--- src/rtl/tern_pkg.sv ---
package tern_pkg;
  localparam int DIG_W       = 2;
  localparam int NUM_ENTRIES = 9;
  localparam int IDX_W       = $clog2(NUM_ENTRIES + 1);
  localparam int RADIX       = 3;

  typedef logic [DIG_W-1:0] digit_t;
  typedef logic [IDX_W-1:0] idx_t;

  localparam digit_t DIG_BAD = 2'b11;
endpackage

--- src/rtl/tern_digit_check.sv ---
module tern_digit_check
  import tern_pkg::*;
(
  input  digit_t dig,
  input  logic   radix3,
  input  logic   en,
  output logic   bad
);
  always_comb begin
    if (!en)
      bad = 1'b0;
    else if (radix3)
      bad = (dig == DIG_BAD);
    else
      bad = dig[DIG_W-1];
  end
endmodule

--- src/rtl/tern_fn_table.sv ---
module tern_fn_table
  import tern_pkg::*;
(
  input  logic   clk,
  input  logic   rst_n,
  input  logic   wr_en,
  input  idx_t   wr_addr,
  input  digit_t wr_data,
  input  idx_t   rd_idx,
  output digit_t rd_data,
  output digit_t entry0
);
  digit_t mem_q [NUM_ENTRIES];
  digit_t mem_d [NUM_ENTRIES];

  always_comb begin
    for (int i = 0; i < NUM_ENTRIES; i++) begin
      if (wr_en && (wr_addr == idx_t'(i)))
        mem_d[i] = wr_data;
      else
        mem_d[i] = mem_q[i];
    end
  end

  always_ff @(posedge clk or negedge rst_n) begin
    if (!rst_n) begin
      for (int i = 0; i < NUM_ENTRIES; i++) mem_q[i] <= '0;
    end else begin
      for (int i = 0; i < NUM_ENTRIES; i++) mem_q[i] <= mem_d[i];
    end
  end

  always_comb begin
    rd_data = '0;
    for (int i = 0; i < NUM_ENTRIES; i++)
      if (rd_idx == idx_t'(i)) rd_data = mem_q[i];
  end

  assign entry0 = mem_q[0];
endmodule

--- src/rtl/tern_group_add.sv ---
module tern_group_add
  import tern_pkg::*;
(
  input  logic   radix3,
  input  digit_t tgt,
  input  digit_t fval,
  output digit_t sum
);
  logic [DIG_W:0] raw;

  always_comb begin
    raw = {1'b0, tgt} + {1'b0, fval};
    if (radix3)
      sum = (raw >= (DIG_W+1)'(RADIX)) ? DIG_W'(raw - (DIG_W+1)'(RADIX)) : raw[DIG_W-1:0];
    else
      sum = {1'b0, tgt[0] ^ fval[0]};
  end
endmodule

--- src/rtl/tern_toffoli_gate.sv ---
module tern_toffoli_gate
  import tern_pkg::*;
(
  input  logic       clk,
  input  logic       rst_n,
  input  logic       tbl_we,
  input  logic [3:0] tbl_addr,
  input  logic [1:0] tbl_data,
  input  logic       radix3,
  input  logic       two_ctl,
  input  logic [1:0] a_in,
  input  logic [1:0] b_in,
  input  logic [1:0] c_in,
  output logic [1:0] a_out,
  output logic [1:0] b_out,
  output logic [1:0] c_out,
  output logic       code_err
);
  localparam int NDIG = 3;

  digit_t            digs [NDIG];
  logic [NDIG-1:0]   dig_en;
  logic [NDIG-1:0]   dig_bad;
  idx_t              rd_idx;
  digit_t            tbl_word;
  digit_t            tbl_e0;
  digit_t            f_sel;
  digit_t            sum;
  logic              tbl_bad;

  assign digs[0]   = a_in;
  assign digs[1]   = b_in;
  assign digs[2]   = c_in;
  assign dig_en    = {1'b1, two_ctl, 1'b1};

  for (genvar g = 0; g < NDIG; g++) begin : g_chk
    tern_digit_check u_chk (
      .dig   (digs[g]),
      .radix3(radix3),
      .en    (dig_en[g]),
      .bad   (dig_bad[g])
    );
  end

  always_comb begin
    if (two_ctl)
      rd_idx = idx_t'(a_in) * idx_t'(RADIX) + idx_t'(b_in);
    else
      rd_idx = idx_t'(a_in);
  end

  tern_fn_table u_tbl (
    .clk    (clk),
    .rst_n  (rst_n),
    .wr_en  (tbl_we),
    .wr_addr(tbl_addr),
    .wr_data(tbl_data),
    .rd_idx (rd_idx),
    .rd_data(tbl_word),
    .entry0 (tbl_e0)
  );

  always_comb begin
    if (radix3)
      f_sel = tbl_word;
    else if (two_ctl)
      f_sel = {1'b0, tbl_word[0]};
    else
      f_sel = {1'b0, a_in[0] ^ tbl_e0[0]};
  end

  assign tbl_bad = radix3 && (tbl_word == DIG_BAD);

  tern_group_add u_add (
    .radix3(radix3),
    .tgt   (c_in),
    .fval  (f_sel),
    .sum   (sum)
  );

  always_comb begin
    code_err = |dig_bad || tbl_bad;
    if (code_err) begin
      a_out = '0;
      b_out = '0;
      c_out = '0;
    end else begin
      a_out = a_in;
      b_out = b_in;
      c_out = sum;
    end
  end
endmodule

--- config.mk ---
export PLATFORM = sky130hd
export DESIGN_NAME = tern_toffoli_gate
export DESIGN_NICKNAME = d
export VERILOG_FILES = /design/src/rtl/tern_pkg.sv /design/src/rtl/tern_digit_check.sv /design/src/rtl/tern_fn_table.sv /design/src/rtl/tern_group_add.sv /design/src/rtl/tern_toffoli_gate.sv
export SDC_FILE = /design/constraint.sdc
export NUM_CORES = 1
export LEC_CHECK = 0
export CORE_MARGIN = 1
export CORE_UTILIZATION = 30
export DETAILED_ROUTE_END_ITERATION = 8
export SYNTH_ARGS = -nofsm -noshare
export SYNTH_HDL_FRONTEND = slang
export SYNTH_SLANG_ARGS = --single-unit
--- constraint.sdc ---
create_clock -name clk -period 14.3 [get_ports clk]
set_input_delay 2.86 -clock clk [delete_from_list [all_inputs] [get_ports clk]]
set_output_delay 2.86 -clock clk [all_outputs]
set_load 0.02 [all_outputs]
==> report_table.html <==
<table>
<tr><th>Metric</th><th>Value</th></tr>
<tr><th colspan="2">Status</th></tr>
<tr><td>Outcome</td><td>complete, but fails checks</td></tr>
<tr><td>Violated checks</td><td>design-rule violations</td></tr>
<tr><th colspan="2">Route</th></tr>
<tr><td>Routed wire per std cell</td><td>approximately 14 µm</td></tr>
<tr><td>Via/cell ratio</td><td>5.27</td></tr>
<tr><td>Number of DRC violations after detailed-routing iteration 0</td><td>40</td></tr>
<tr><td>Vias after detailed routing</td><td>~1.1k</td></tr>
<tr><td>Post-route ant nets</td><td>0</td></tr>
<tr><td>DRC violations left</td><td>4</td></tr>
<tr><td>First-pass detailed-route iteration total</td><td>6</td></tr>
<tr><td>Final wirelength</td><td>between 2 and 3 mm</td></tr>
<tr><th colspan="2">Logic synthesis</th></tr>
<tr><td>Most frequent cells after synthesis</td><td>mux2_2, dfrtp_1, nand2_1</td></tr>
<tr><td>Register bit count reported by yosys</td><td>18</td></tr>
<tr><td>Yosys top cell by area</td><td>dfrtp_1</td></tr>
<tr><td>Post-synth net total</td><td>161</td></tr>
<tr><td>Proportion of synthesized flip-flops having asynchronous set or reset</td><td>1.00</td></tr>
<tr><td>Top_reg_cell synth</td><td>dfrtp_1</td></tr>
<tr><td>Number of enable flip-flop cells after synthesis</td><td>0</td></tr>
<tr><td>Top-area cell type share of the netlist area</td><td>0.315</td></tr>
<tr><td>Area of the mapped netlist</td><td>roughly 1400 µm²</td></tr>
<tr><td>Sequential fraction of the synthesis area</td><td>0.315</td></tr>
<tr><td>Count of warnings emitted by yosys</td><td>0</td></tr>
<tr><td>Cell types with the largest area share after synthesis</td><td>dfrtp_1, mux2_2, ha_1</td></tr>
<tr><td>Synthesized netlist cell count</td><td>between 100 and 150</td></tr>
<tr><td>Mapped Avg Cell Area</td><td>about 11 µm²</td></tr>
<tr><td>Leading cell type by number of instances after synthesis</td><td>mux2_2</td></tr>
<tr><td>Unique masters post-synth</td><td>40</td></tr>
<tr><th colspan="2">Setup path</th></tr>
<tr><td>Capturing element type of the critical path</td><td>output pin</td></tr>
<tr><td>Register-to-Register Setup Slack</td><td>around 14 ns</td></tr>
<tr><td>Worst Reg-to-Reg Cells</td><td>1</td></tr>
<tr><td>Largest stage delay on the critical path</td><td>0.66 ns</td></tr>
<tr><td>Cell mode on critical path</td><td>inv_1</td></tr>
<tr><td>Startpoint type of the worst setup path</td><td>input pin</td></tr>
<tr><td>Arrival time of the worst setup path</td><td>between 8 and 9 ns</td></tr>
<tr><td>Maximum fanout encountered on the critical timing path</td><td>7</td></tr>
<tr><td>Reg-to-reg startpoint</td><td>u_tbl.entry0[0]</td></tr>
<tr><td>Cells along the critical path</td><td>clkdlybuf4s50_1, inv_1, fa_1, inv_1, ha_1, fa_1, o21ai_0, nor3b_2, o2bb2ai_1, o21ai_2, o31a_1, o21ai_1, ha_1, inv_1, fa_1, inv_1, ha_1, nand2b_1, or2_2, a21boi_0, o21ai_0, a21oi_1, clkdlybuf4s50_1</td></tr>
<tr><td>Highest-delay cell along the critical path</td><td>clkdlybuf4s50_1</td></tr>
<tr><td>Endpoint of the worst register-to-register path</td><td>u_tbl.entry0[0]</td></tr>
<tr><td>Crit Path Category</td><td>input pin to output pin</td></tr>
<tr><td>Required time of the critical path</td><td>11.44 ns</td></tr>
<tr><th colspan="2">Floorplanning</th></tr>
<tr><td>I/O pin count</td><td>24</td></tr>
<tr><td>Starting density of the core</td><td>0.320</td></tr>
<tr><td>Die Height</td><td>a little over 70 µm</td></tr>
<tr><td>DIE AREA</td><td>5050 µm²</td></tr>
<tr><td>Die W</td><td>~71 µm</td></tr>
<tr><td>Number of placement rows</td><td>24</td></tr>
<tr><td>Area of the core</td><td>between 4000 and 5000 µm²</td></tr>
<tr><th colspan="2">Clocking</th></tr>
<tr><td>Post CTS Setup Buffer Count</td><td>0</td></tr>
<tr><td>Buffer levels on the longest clock path</td><td>2</td></tr>
<tr><td>Clock buffers created by TritonCTS</td><td>3</td></tr>
<tr><td>Sinks on the clock net</td><td>18</td></tr>
<tr><td>TritonCTS clock tree</td><td>built</td></tr>
<tr><td>Total of hold buffers inserted after clock tree synthesis</td><td>0</td></tr>
<tr><td>H-tree depth</td><td>1</td></tr>
<tr><td>Clock slew seen by the registers of the worst setup and hold paths</td><td>roughly 0.06 ns</td></tr>
<tr><td>Cell chosen for the clock root</td><td>clkbuf_8</td></tr>
<tr><td>Latest clock arrival within the worst-skew pair</td><td>about 0.25 ns</td></tr>
<tr><td>Post-cts resize count</td><td>0</td></tr>
<tr><th colspan="2">STA</th></tr>
<tr><td>Final-layout worst hold slack</td><td>a little over 0.5 ns</td></tr>
<tr><td>Worst Setup Slack, final</td><td>around 2.8 ns</td></tr>
<tr><td>Highest achievable clock rate</td><td>between 80 and 90 MHz</td></tr>
<tr><td>Normalized max-slew margin</td><td>0.482</td></tr>
<tr><td>Final period util</td><td>0.802</td></tr>
<tr><td>Setup_tns</td><td>0 ns</td></tr>
<tr><td>Final max-slew violation count</td><td>0</td></tr>
<tr><td>Number of failing hold endpoints at the final stage</td><td>0</td></tr>
<tr><td>Slew at the pin with the worst max-slew slack</td><td>a little under 0.8 ns</td></tr>
<tr><td>Unrepaired setup endpoints after global routing</td><td>no</td></tr>
<tr><td>Clock skew</td><td>0 ns</td></tr>
<tr><td>Endpoints failing setup</td><td>0</td></tr>
<tr><td>Minimum clock period</td><td>11.46 ns</td></tr>
<tr><th colspan="2">Worst hold path</th></tr>
<tr><td>Hold crit path type</td><td>flop to flop</td></tr>
<tr><td>Min-Delay Path Depth</td><td>1</td></tr>
<tr><td>Worst Min Path Start</td><td>u_tbl.mem_q[12]</td></tr>
<tr><td>Endpoint with the worst hold slack</td><td>u_tbl.mem_q[12]</td></tr>
<tr><th colspan="2">Global routing</th></tr>
<tr><td>Vias in the first global route</td><td>between 1k and 1.5k</td></tr>
<tr><td>Global Route Usage Sum</td><td>0.126</td></tr>
<tr><td>Maximum number of pins on one net before global-route repair</td><td>19</td></tr>
<tr><td>Global-route congestion overflow total</td><td>0</td></tr>
<tr><td>Wire length of the first global-routing pass</td><td>5.11 mm</td></tr>
<tr><td>Initial antenna violation count</td><td>0</td></tr>
<tr><th colspan="2">Placed design</th></tr>
<tr><td>Post-place setup slack</td><td>between 2 and 3 ns</td></tr>
<tr><td>Count of input and output buffers</td><td>23</td></tr>
<tr><td>Placed standard-cell area</td><td>1700 µm²</td></tr>
<tr><td>Placer's final routability congestion estimate</td><td>a little under 0.9</td></tr>
<tr><td>Detailed placer's ending HPWL</td><td>2.45 mm</td></tr>
<tr><th colspan="2">Power</th></tr>
<tr><td>LEAKAGE</td><td>between 0.7 and 0.8 nW</td></tr>
<tr><td>Power Density</td><td>approximately 100 nW/µm²</td></tr>
<tr><td>Relative contribution of the clock network to total power</td><td>0.221</td></tr>
<tr><td>Combinational share of power</td><td>0.395</td></tr>
<tr><td>Proportion of total power due to net switching</td><td>0.329</td></tr>
<tr><td>Total design power</td><td>around 0.00018 W</td></tr>
<tr><td>Switching component of the power</td><td>around 0.000060 W</td></tr>
<tr><td>Highest ir drop seen on vdd</td><td>around 0.057 mV</td></tr>
<tr><td>Relative contribution of sequential cells to total power</td><td>0.384</td></tr>
<tr><td>Internal Dissipation</td><td>0.000123 W</td></tr>
<tr><th colspan="2">Layout</th></tr>
<tr><td>Area Growth Syn to Fin</td><td>22.6%</td></tr>
<tr><td>Share of layout cells above drive strength 1</td><td>0.225</td></tr>
<tr><td>Antenna diode count</td><td>0</td></tr>
<tr><td>Total non-filler cell area in the finished layout</td><td>~1800 µm²</td></tr>
<tr><td>Post-layout nets</td><td>186</td></tr>
<tr><th colspan="2">Job</th></tr>
<tr><td>Max-cap check violation count</td><td>0</td></tr>
</table>
[critical path: cells and delay by family]
kind	cells	cell delay (ns)
adder cells (fa/ha/maj)	6	2.06
AO/OA/AOI/OAI	8	1.37
AND/OR/NAND/NOR	3	0.77
buffers and inverters	6	1.54
[cells by family after synthesis]
group / after synthesis / synth area share
AO/OA/AOI/OAI: 31 / 0.168
XOR/XNOR: 1 / 0.00612
adder cells (fa/ha/maj): 8 / 0.0857
buffers and inverters: 13 / 0.0463
flip-flops: 18 / 0.315
multiplexers: 26 / 0.216
AND/OR/NAND/NOR: 39 / 0.163
[power groups by stage]
stage,Sequential [W],Combinational (W),Clock (W)
4_1_cts,0.0000703,0.0000734,0.0000423
3_5_place_dp,0.0000713,0.0000732,0
5_1_grt,0.0000715,0.0000811,0.0000435
2_1_floorplan,0.0000684,0.0000537,0
6_report,0.0000703,0.0000724,0.0000406
3_3_place_gp,0.0000711,0.0000696,0
[sequential cells by signal, summed over array words and instances (netlist names)]
name          cells
u_tbl.mem_q      16
u_tbl.entry0      2
[per-layer routing]
metal,GRT usage,share of wire
met1,0.155,0.46
met2,0.234,0.50
met3,0.00997,0.032
met4,0.0400,0.011
met5,0,0
[cell usage in the layout (no fill, tap or decap), types with 3 or more instances in the layout]
cell type | synthesis | layout
clkdlybuf4s50_1 | 0 | 23
clkbuf_8 | 0 | 4
dfrtp_1 | 18 | 18
a31oi_1 | 3 | 3
nand3b_1 | 4 | 4
nor3b_1 | 4 | 4
inv_1 | 9 | 9
fa_1 | 3 | 3
ha_1 | 5 | 5
nor2_1 | 7 | 7
o21ai_0 | 3 | 3
a21oi_1 | 10 | 10
mux2i_1 | 5 | 5
nand2_1 | 14 | 14
mux2_2 | 19 | 19
[cell type report]
cell class                 instances  area, µm²
tap                               52       65.1
fill                             440       2720
timing repair buffer              23        230
multi-input combinational        105        915
sequential                        18        450
inverter                          10       40.0
clock buffer                       4       55.1
[metrics by stage]
step,instances,utilization
detailed placement,208,0.380
CTS,212,0.392
global route,212,0.392
finish,212,0.392
floorplan,136,-
global placement,208,0.380
[worst max-delay path by stage]
| stage | start | end | slack, ns | depth (start not counted) |
|---|---|---|---|---|
| floorplan | a_in[0] | c_out[0] | 4.36 | 21 |
| global placement | a_in[0] | c_out[0] | 3.01 | 23 |
| detailed placement | a_in[0] | c_out[0] | 2.82 | 23 |
| CTS | a_in[0] | c_out[0] | 2.80 | 23 |
| global route | a_in[0] | c_out[0] | 2.33 | 23 |
| finish | a_in[0] | c_out[0] | 2.84 | 23 |
No activity file was read; power rests on OpenSTA's default activity.
